===== config.mk =====
export PLATFORM = sky130hd
export DESIGN_NAME = tap_timer
export DESIGN_NICKNAME = d
export VERILOG_FILES = /design/src/rtl/tap_timer_pkg.sv /design/src/rtl/tap_por_seq.sv /design/src/rtl/tap_ripple_counter.sv /design/src/rtl/tap_out_stage.sv /design/src/rtl/tap_timer.sv
export SDC_FILE = /design/constraint.sdc
export NUM_CORES = 1
export LEC_CHECK = 0
export ABC_AREA = 1
export CAP_MARGIN = 0
export CELL_PAD_IN_SITES_DETAIL_PLACEMENT = 1
export CELL_PAD_IN_SITES_GLOBAL_PLACEMENT = 1
export CORE_MARGIN = 5
export CORE_UTILIZATION = 35
export CTS_CLUSTER_SIZE = 30
export DETAILED_ROUTE_END_ITERATION = 10
export PLACE_DENSITY_LB_ADDON = 0.2
export SETUP_SLACK_MARGIN = 0.2
export SLEW_MARGIN = 5
export SYNTH_ARGS = -nofsm -noshare
export SYNTH_HDL_FRONTEND = slang
export SYNTH_HIERARCHICAL = 1
export SYNTH_SLANG_ARGS = --single-unit
export TNS_END_PERCENT = 5

===== constraint.sdc =====
create_clock -name clk -period 6.2 [get_ports clk]
set_input_delay 0.62 -clock clk [delete_from_list [all_inputs] [get_ports clk]]
set_output_delay 0.62 -clock clk [all_outputs]
set_load 0.02 [all_outputs]

===== src/rtl/tap_timer_pkg.sv =====
package tap_timer_pkg;

    localparam int unsigned TAP_STAGES = 16;

    typedef enum logic [1:0] {
        SEL_S13 = 2'b00,
        SEL_S10 = 2'b01,
        SEL_S8  = 2'b10,
        SEL_S16 = 2'b11
    } tap_sel_e;

    typedef enum logic {
        MODE_ONESHOT = 1'b0,
        MODE_RECYCLE = 1'b1
    } tmr_mode_e;

    typedef struct packed {
        logic clr;
        logic step;
    } cnt_ctl_t;

    function automatic int unsigned tap_stage(input tap_sel_e s);
        case (s)
            SEL_S13: return 13;
            SEL_S10: return 10;
            SEL_S8:  return 8;
            default: return 16;
        endcase
    endfunction

endpackage


===== src/rtl/tap_por_seq.sv =====
module tap_por_seq #(
    parameter int unsigned AR_LEN = 4
) (
    input  logic clk,
    input  logic rst,
    input  logic auto_off,
    input  logic mreset,
    output logic int_rst,
    output logic armed
);
    localparam int unsigned PW = $clog2(AR_LEN + 1);

    logic [PW-1:0] por_q;
    logic          por_live;

    assign por_live = (por_q != '0);

    always_ff @(posedge clk) begin
        if (rst) begin
            por_q <= PW'(AR_LEN);
        end else if (por_live) begin
            por_q <= por_q - 1'b1;
        end
    end

    assign int_rst = mreset | (por_live & ~auto_off);

    always_ff @(posedge clk) begin
        if (rst) begin
            armed <= 1'b0;
        end else if (int_rst) begin
            armed <= 1'b1;
        end
    end

    // once armed, only the system reset disarms
    p_arm_sticky_r7: assert property (@(posedge clk) disable iff (rst)
        armed |=> armed);

    // an internal reset always leaves the timer armed
    p_arm_after_reset_r7: assert property (@(posedge clk) disable iff (rst)
        int_rst |=> armed);

endmodule


===== src/rtl/tap_ripple_counter.sv =====
module tap_ripple_counter
    import tap_timer_pkg::*;
#(
    parameter int unsigned STAGES = TAP_STAGES
) (
    input  logic              clk,
    input  logic              rst,
    input  cnt_ctl_t          ctl,
    output logic [STAGES-1:0] q
);
    logic [STAGES-1:0] carry;

    assign carry[0] = ctl.step;

    generate
        for (genvar i = 0; i < STAGES; i++) begin : g_stage
            logic stage_q;

            always_ff @(posedge clk) begin
                if (rst || ctl.clr) begin
                    stage_q <= 1'b0;
                end else if (carry[i]) begin
                    stage_q <= ~stage_q;
                end
            end

            assign q[i] = stage_q;

            if (i < STAGES - 1) begin : g_carry
                assign carry[i+1] = carry[i] & stage_q;
            end
        end
    endgenerate

    // one accepted strobe adds exactly one, modulo 2^STAGES
    p_step_r1: assert property (@(posedge clk) disable iff (rst)
        (ctl.step && !ctl.clr) |=> (q == $past(q) + 1'b1));

    // a clear leaves the counter at zero
    p_clear_r5: assert property (@(posedge clk) disable iff (rst)
        ctl.clr |=> (q == '0));

    // no strobe, no movement
    p_idle_r5: assert property (@(posedge clk) disable iff (rst)
        (!ctl.step && !ctl.clr) |=> $stable(q));

endmodule


===== src/rtl/tap_out_stage.sv =====
module tap_out_stage
    import tap_timer_pkg::*;
#(
    parameter int unsigned STAGES = TAP_STAGES
) (
    input  logic              clk,
    input  logic              rst,
    input  logic              clr,
    input  logic              step,
    input  logic [1:0]        sel,
    input  logic              mode,
    input  logic              pol,
    input  logic [STAGES-1:0] cnt,
    output logic              tmr_out
);
    localparam int unsigned IW = $clog2(STAGES);

    tap_sel_e  sel_q;
    tmr_mode_e mode_e;
    logic [IW-1:0] idx;
    logic          tap_bit;
    logic          fired_q;

    assign mode_e = tmr_mode_e'(mode);

    // select is sampled only at accepted strobes or resets
    always_ff @(posedge clk) begin
        if (rst || clr || step) begin
            sel_q <= tap_sel_e'(sel);
        end
    end

    always_comb begin
        int unsigned st;
        st = tap_stage(sel_q);
        if (st > STAGES) begin
            st = STAGES;
        end
        idx = IW'(st - 1);
    end

    assign tap_bit = cnt[idx];

    // single-transition latch
    always_ff @(posedge clk) begin
        if (rst || clr || (mode_e == MODE_RECYCLE)) begin
            fired_q <= 1'b0;
        end else if (tap_bit) begin
            fired_q <= 1'b1;
        end
    end

    always_comb begin
        logic level;
        if (mode_e == MODE_RECYCLE) begin
            level = tap_bit;
        end else begin
            level = fired_q | tap_bit;
        end
        tmr_out = pol ^ level;
    end

    // latch holds through counter wrap
    p_latch_hold_r4: assert property (@(posedge clk) disable iff (rst)
        (fired_q && (mode_e == MODE_ONESHOT) && !clr) |=> fired_q);

    // select register only moves at a strobe or reset
    p_sel_hold_r8: assert property (@(posedge clk) disable iff (rst)
        (!step && !clr) |=> $stable(sel_q));

    // recycle mode leaves the latch empty
    p_latch_clear_r9: assert property (@(posedge clk) disable iff (rst)
        (mode_e == MODE_RECYCLE) |=> !fired_q);

endmodule


===== src/rtl/tap_timer.sv =====
module tap_timer
    import tap_timer_pkg::*;
#(
    parameter int unsigned STAGES = TAP_STAGES,
    parameter int unsigned AR_LEN = 4
) (
    input  logic       clk,
    input  logic       rst,
    input  logic       cnt_en,
    input  logic       mreset,
    input  logic       auto_off,
    input  logic [1:0] tap_sel,
    input  logic       recycle,
    input  logic       invert,
    output logic       tmr_out
);
    logic              int_rst;
    logic              armed;
    cnt_ctl_t          ctl;
    logic [STAGES-1:0] cnt;

    tap_por_seq #(.AR_LEN(AR_LEN)) u_por (
        .clk      (clk),
        .rst      (rst),
        .auto_off (auto_off),
        .mreset   (mreset),
        .int_rst  (int_rst),
        .armed    (armed)
    );

    // count strobe is gated off during any reset and before arming
    assign ctl.clr  = int_rst;
    assign ctl.step = cnt_en & armed & ~int_rst;

    tap_ripple_counter #(.STAGES(STAGES)) u_cnt (
        .clk (clk),
        .rst (rst),
        .ctl (ctl),
        .q   (cnt)
    );

    tap_out_stage #(.STAGES(STAGES)) u_out (
        .clk     (clk),
        .rst     (rst),
        .clr     (int_rst),
        .step    (ctl.step),
        .sel     (tap_sel),
        .mode    (recycle),
        .pol     (invert),
        .cnt     (cnt),
        .tmr_out (tmr_out)
    );

    // output rests at the polarity level right after a reset
    p_rst_out_r6: assert property (@(posedge clk) disable iff (rst)
        int_rst |=> (tmr_out == invert));

    // an unarmed timer does not count
    p_unarmed_r7: assert property (@(posedge clk) disable iff (rst)
        (!armed && !int_rst) |=> (cnt == '0));

endmodule


# Word-level counts from Yosys, hierarchy flattened
# Cells that the tools add are included.
dict set report totals {
  regBits 23
  in_bits 9
  word_cells 75
}
dict set report classes {
  n_addsub 2
  magnitude_cmp 2
  eq_ne 2
  mux 5
  n_bitwise 39
  reduce_logical 5
}
# operator n
set op_table {}
lappend op_table {{$and 1x1->1} 18}
lappend op_table {{$not 1->1} 18}
lappend op_table {{$pmux 5 s3} 1}
lappend op_table {{$gt 5x5->1 const B} 1}
lappend op_table {{$lt 4x5->1 const B} 1}
lappend op_table {{$bmux 1 s4} 1}
lappend op_table {{$mux 4} 1}
lappend op_table {{$sub 4x1->4 const B} 1}
lappend op_table {{$logic_or 1x1->1} 3}
lappend op_table {{$reduce_bool 3->1} 1}
lappend op_table {{$sub 3x1->3 const B} 1}
lappend op_table {{$eq 2x1->1 const B} 1}
lappend op_table {{$eq 2x2->1 const B} 1}
lappend op_table {{$logic_not 2->1} 1}
lappend op_table {{$mux 1} 2}
lappend op_table {{$or 1x1->1} 2}
lappend op_table {{$xor 1x1->1} 1}

# Logic depth before layout (Yosys ltp)
dict set report depth {
  depth_word 20
  mapped_depth 17
  ltp_nobuf 17
}

# By module
# Netlist, hierarchy kept.
# module instances cells_each area_per_inst_um2
set by_module_without_submodules {}
lappend by_module_without_submodules {tap_ripple_counter 1 97 802.0}
lappend by_module_without_submodules {tap_por_seq 1 29 202.7}
lappend by_module_without_submodules {tap_out_stage 1 25 182.7}
lappend by_module_without_submodules {tap_timer 1 2 10.0}

# Least setup slack after synthesis
# No wires, ideal clock.
dict set report synth_path {
  path_kind {input-to-reg}
  startpoint {in auto_off}
  endpoint {reg u_cnt.g_stage[15].stage_q}
  setup_time_ps 113
  arrival_time_ps 1958
  required_ps 6087
  slack_ps 4130
  cell_stages 15
  n_path_buf 0
  path_cell_list {inv_1 nand2_1 nand2_1 nor2_2 nand2_1 nor2_1 nand4_1 nor2_1 nand4_1 nor2_1 nand4_1 nor2_1 nand3_1 nand2_1 nor2_1}
}
# item line
set synth_rtl {}
lappend synth_rtl {{start, declared} tap_timer.sv:11} ;# input logic auto_off,
lappend synth_rtl {{end signal, assigned} tap_ripple_counter.sv:23} ;# stage_q <= ~stage_q;
lappend synth_rtl {{end, declared} tap_ripple_counter.sv:17} ;# logic stage_q;

==> metrics.md <==
| Metric | Value |
|---|---|
| Status | finished clean |
| DP HPWL | 1740 um |
| Initial antenna violation count | 0 |
| Total CTS buffers | 3 |
| Worst min path class | flip-flop to flip-flop |
| Iter 0 DRT Violations | 22 |
| CP max-delay cell | clkdlybuf4s50_1 |
| Critical Path RT | 6420 ps |
| # H-tree levels | 1 |
| CTS root buf | clkbuf_4 |
| Critical-path cell list | clkdlybuf4s50_1 > inv_1 > nand2_1 > nand2_1 > nor2_2 > nand2_1 > nor2_1 > nand4_1 > nor2_1 > nand4_1 > nor2_1 > nand4_1 > nor2_1 > nand3_1 > nand2_1 > nor2_1 |
| Slew @ Worst Pin | 922 ps |
| Die Y | 66.2 um |
| Synth Area per Inst | 7.85 um2 |
| Yosys warning total | 6 |
| First-pass GRT wire length | 3750 um |
| Layout cells sized above 1 | 14.1% |
| CTS Hold Bufs | 0 |
| Aggregate global routing overflow | 0 |
| Fin cells | 193 |
| CP Max Fanout | 5 |
| Post_cts resized | 0 |
| GRT Resource Usage Total | 10.8% |
| CP bufs+invs | 2 |
| Post-synth net total | 152 |
| Worst VDD drop | 0.144 mV |
| Final #Nets | 161 |
| CP delay by family, top | simple AND/OR/NAND/NOR gates |
| Post-layout min period | 2640 ps |
| Slew headroom | 38.3% |
| Synthesized cell area | 0.00111 mm2 |
| Startpoint Class | input pin |
| Clk sinks | 23 |
| Largest net degree at the start of global routing | 17 |
| Critical path class | input pin to flip-flop |
| Vias in the first global route | 913 |
| Die W | 66.2 um |
| Syn-to-layout area delta | 12.4% |
| Max-slew violations | 0 |
| Setup TNS | 0 ps |
| DR WL/cell | 11.0 um |
| # rows | 20 |
| Vias | 877 |
| DRC | 0 |
| Initial Util | 36.3% |
| Worst-skew pair later-pin latency | 300 ps |
| RD Place Congestion | 0.682 |
| Slowest cell delay on critical path | 460 ps |
| CP most frequent cell | nor2_1 |
| Buffers on Ports | 9 |
| Fin util | 40.8% |
| Antenna Cells | 0 |
| Vias per cell | 4.54 |
| Cell Pwr Density | 229 mW/mm2 |
| Full die area | 0.00439 mm2 |
| Critical Path End Type | flip-flop |
| DR pass1 iterations | 4 |
| Hold Vio Cnt, Final | 0 |
| Postcts setup bufs | 0 |
| Worst hold slack | 459 ps |
| IO Pins | 10 |
| Period utilization | 42.6% |
| Leak pwr | 0.518 nW |
| CP Data Arrival Time | 2860 ps |
| CTS max path bufs | 2 |
| Clock transition at path regs | 130 ps |
| Placed cell count | 189 |
| Core box area | 0.00305 mm2 |
| Number of setup violations in the final report | 0 |
| CTS tree | built |
| RSZ-0062 raised after global routing | false |
| Worst Skew | 6.95 ps |
| PnR Total Power | 285 uW |
| Fmax | 0.379 GHz |
| Final wirelength | 2130 um |
| Syn Inst Count | 141 |
| Post-route ant nets | 0 |
| Max-cap violations | 0 |
[power breakdown]
group | switching (mW) | internal, mW
clock network | 0.0443 | 0.0240
registers | 0.00457 | 0.160
logic | 0.0310 | 0.0217
[per-layer routing]
metal	up-vias	part of all wire, %	global-route usage, %	routed length (um)
met4	0	0.66	2.28	14
met3	2	2.9	2.21	61
met5	-	0	0	0
met1	403	49	12.1	1030
met2	10	48	20.7	1020
li1	462	-	-	-
[metrics by stage]
stage / instance area, um2 / setup WS [ps]
final: 1240 / 3560
after global routing: 1240 / 3360
after CTS: 1240 / 3580
after detailed placement: 1220 / 3250
after global placement: 1220 / 3420
after floorplan: 1110 / 4130
[area by class of cell]
type,count,area (um2)
inverters,25,93.8
clock buffers,3,22.5
clock inverters,1,5.00
well taps,44,55.1
fillers,400,1810
multi-input cells,88,498
flip-flops and latches,23,480
repair buffers,9,90.1
[flip-flops by register name (all words and copies together), names as in the netlist]
name and count:
u_cnt/g_stage.stage_q 16, u_out/fired_q 1, u_out/sel_q 2, u_por/armed 1
u_por/por_q 3
[worst register-to-register path, cell delays in order, from the launching register on]
cell     delay [ps]
dfxtp_1         330
inv_1            90
ha_1            190
nand2_2          80
nand2_1          90
nand2_1         100
nor2_2          240
nand2_1         110
nor2_1          170
nand4_1         150
nor2_1          150
nand4_1         130
nor2_1          160
nand4_1         120
nor2_1          150
nand3_1          90
nand2_1          70
nor2_1           40
[cell usage in the layout (no fill, tap or decap), types with 2 or more instances in the layout]
cell type	instances
ha_1	2
nor2_4	3
nor2_1	18
edfxtp_1	2
dfxtp_1	21
nand2_2	3
nand2_1	23
a21oi_1	10
nand3_1	4
o21ai_0	12
inv_2	2
nand3_2	3
clkbuf_4	3
nor2_2	2
clkdlybuf4s50_1	9
nand4_1	3
nand4_4	2
inv_1	23
[final timing paths]
path,startpoint,endpoint,slack (ps),cells past startpoint
max reg2reg,u_por/por_q[0],u_cnt/g_stage[15].stage_q,3680,17
max,auto_off,u_cnt/g_stage[15].stage_q,3560,16
min,u_out/fired_q,u_out/fired_q,460,2
min reg2reg,u_out/fired_q,u_out/fired_q,460,2
Power figures use the tool's default switching activity.
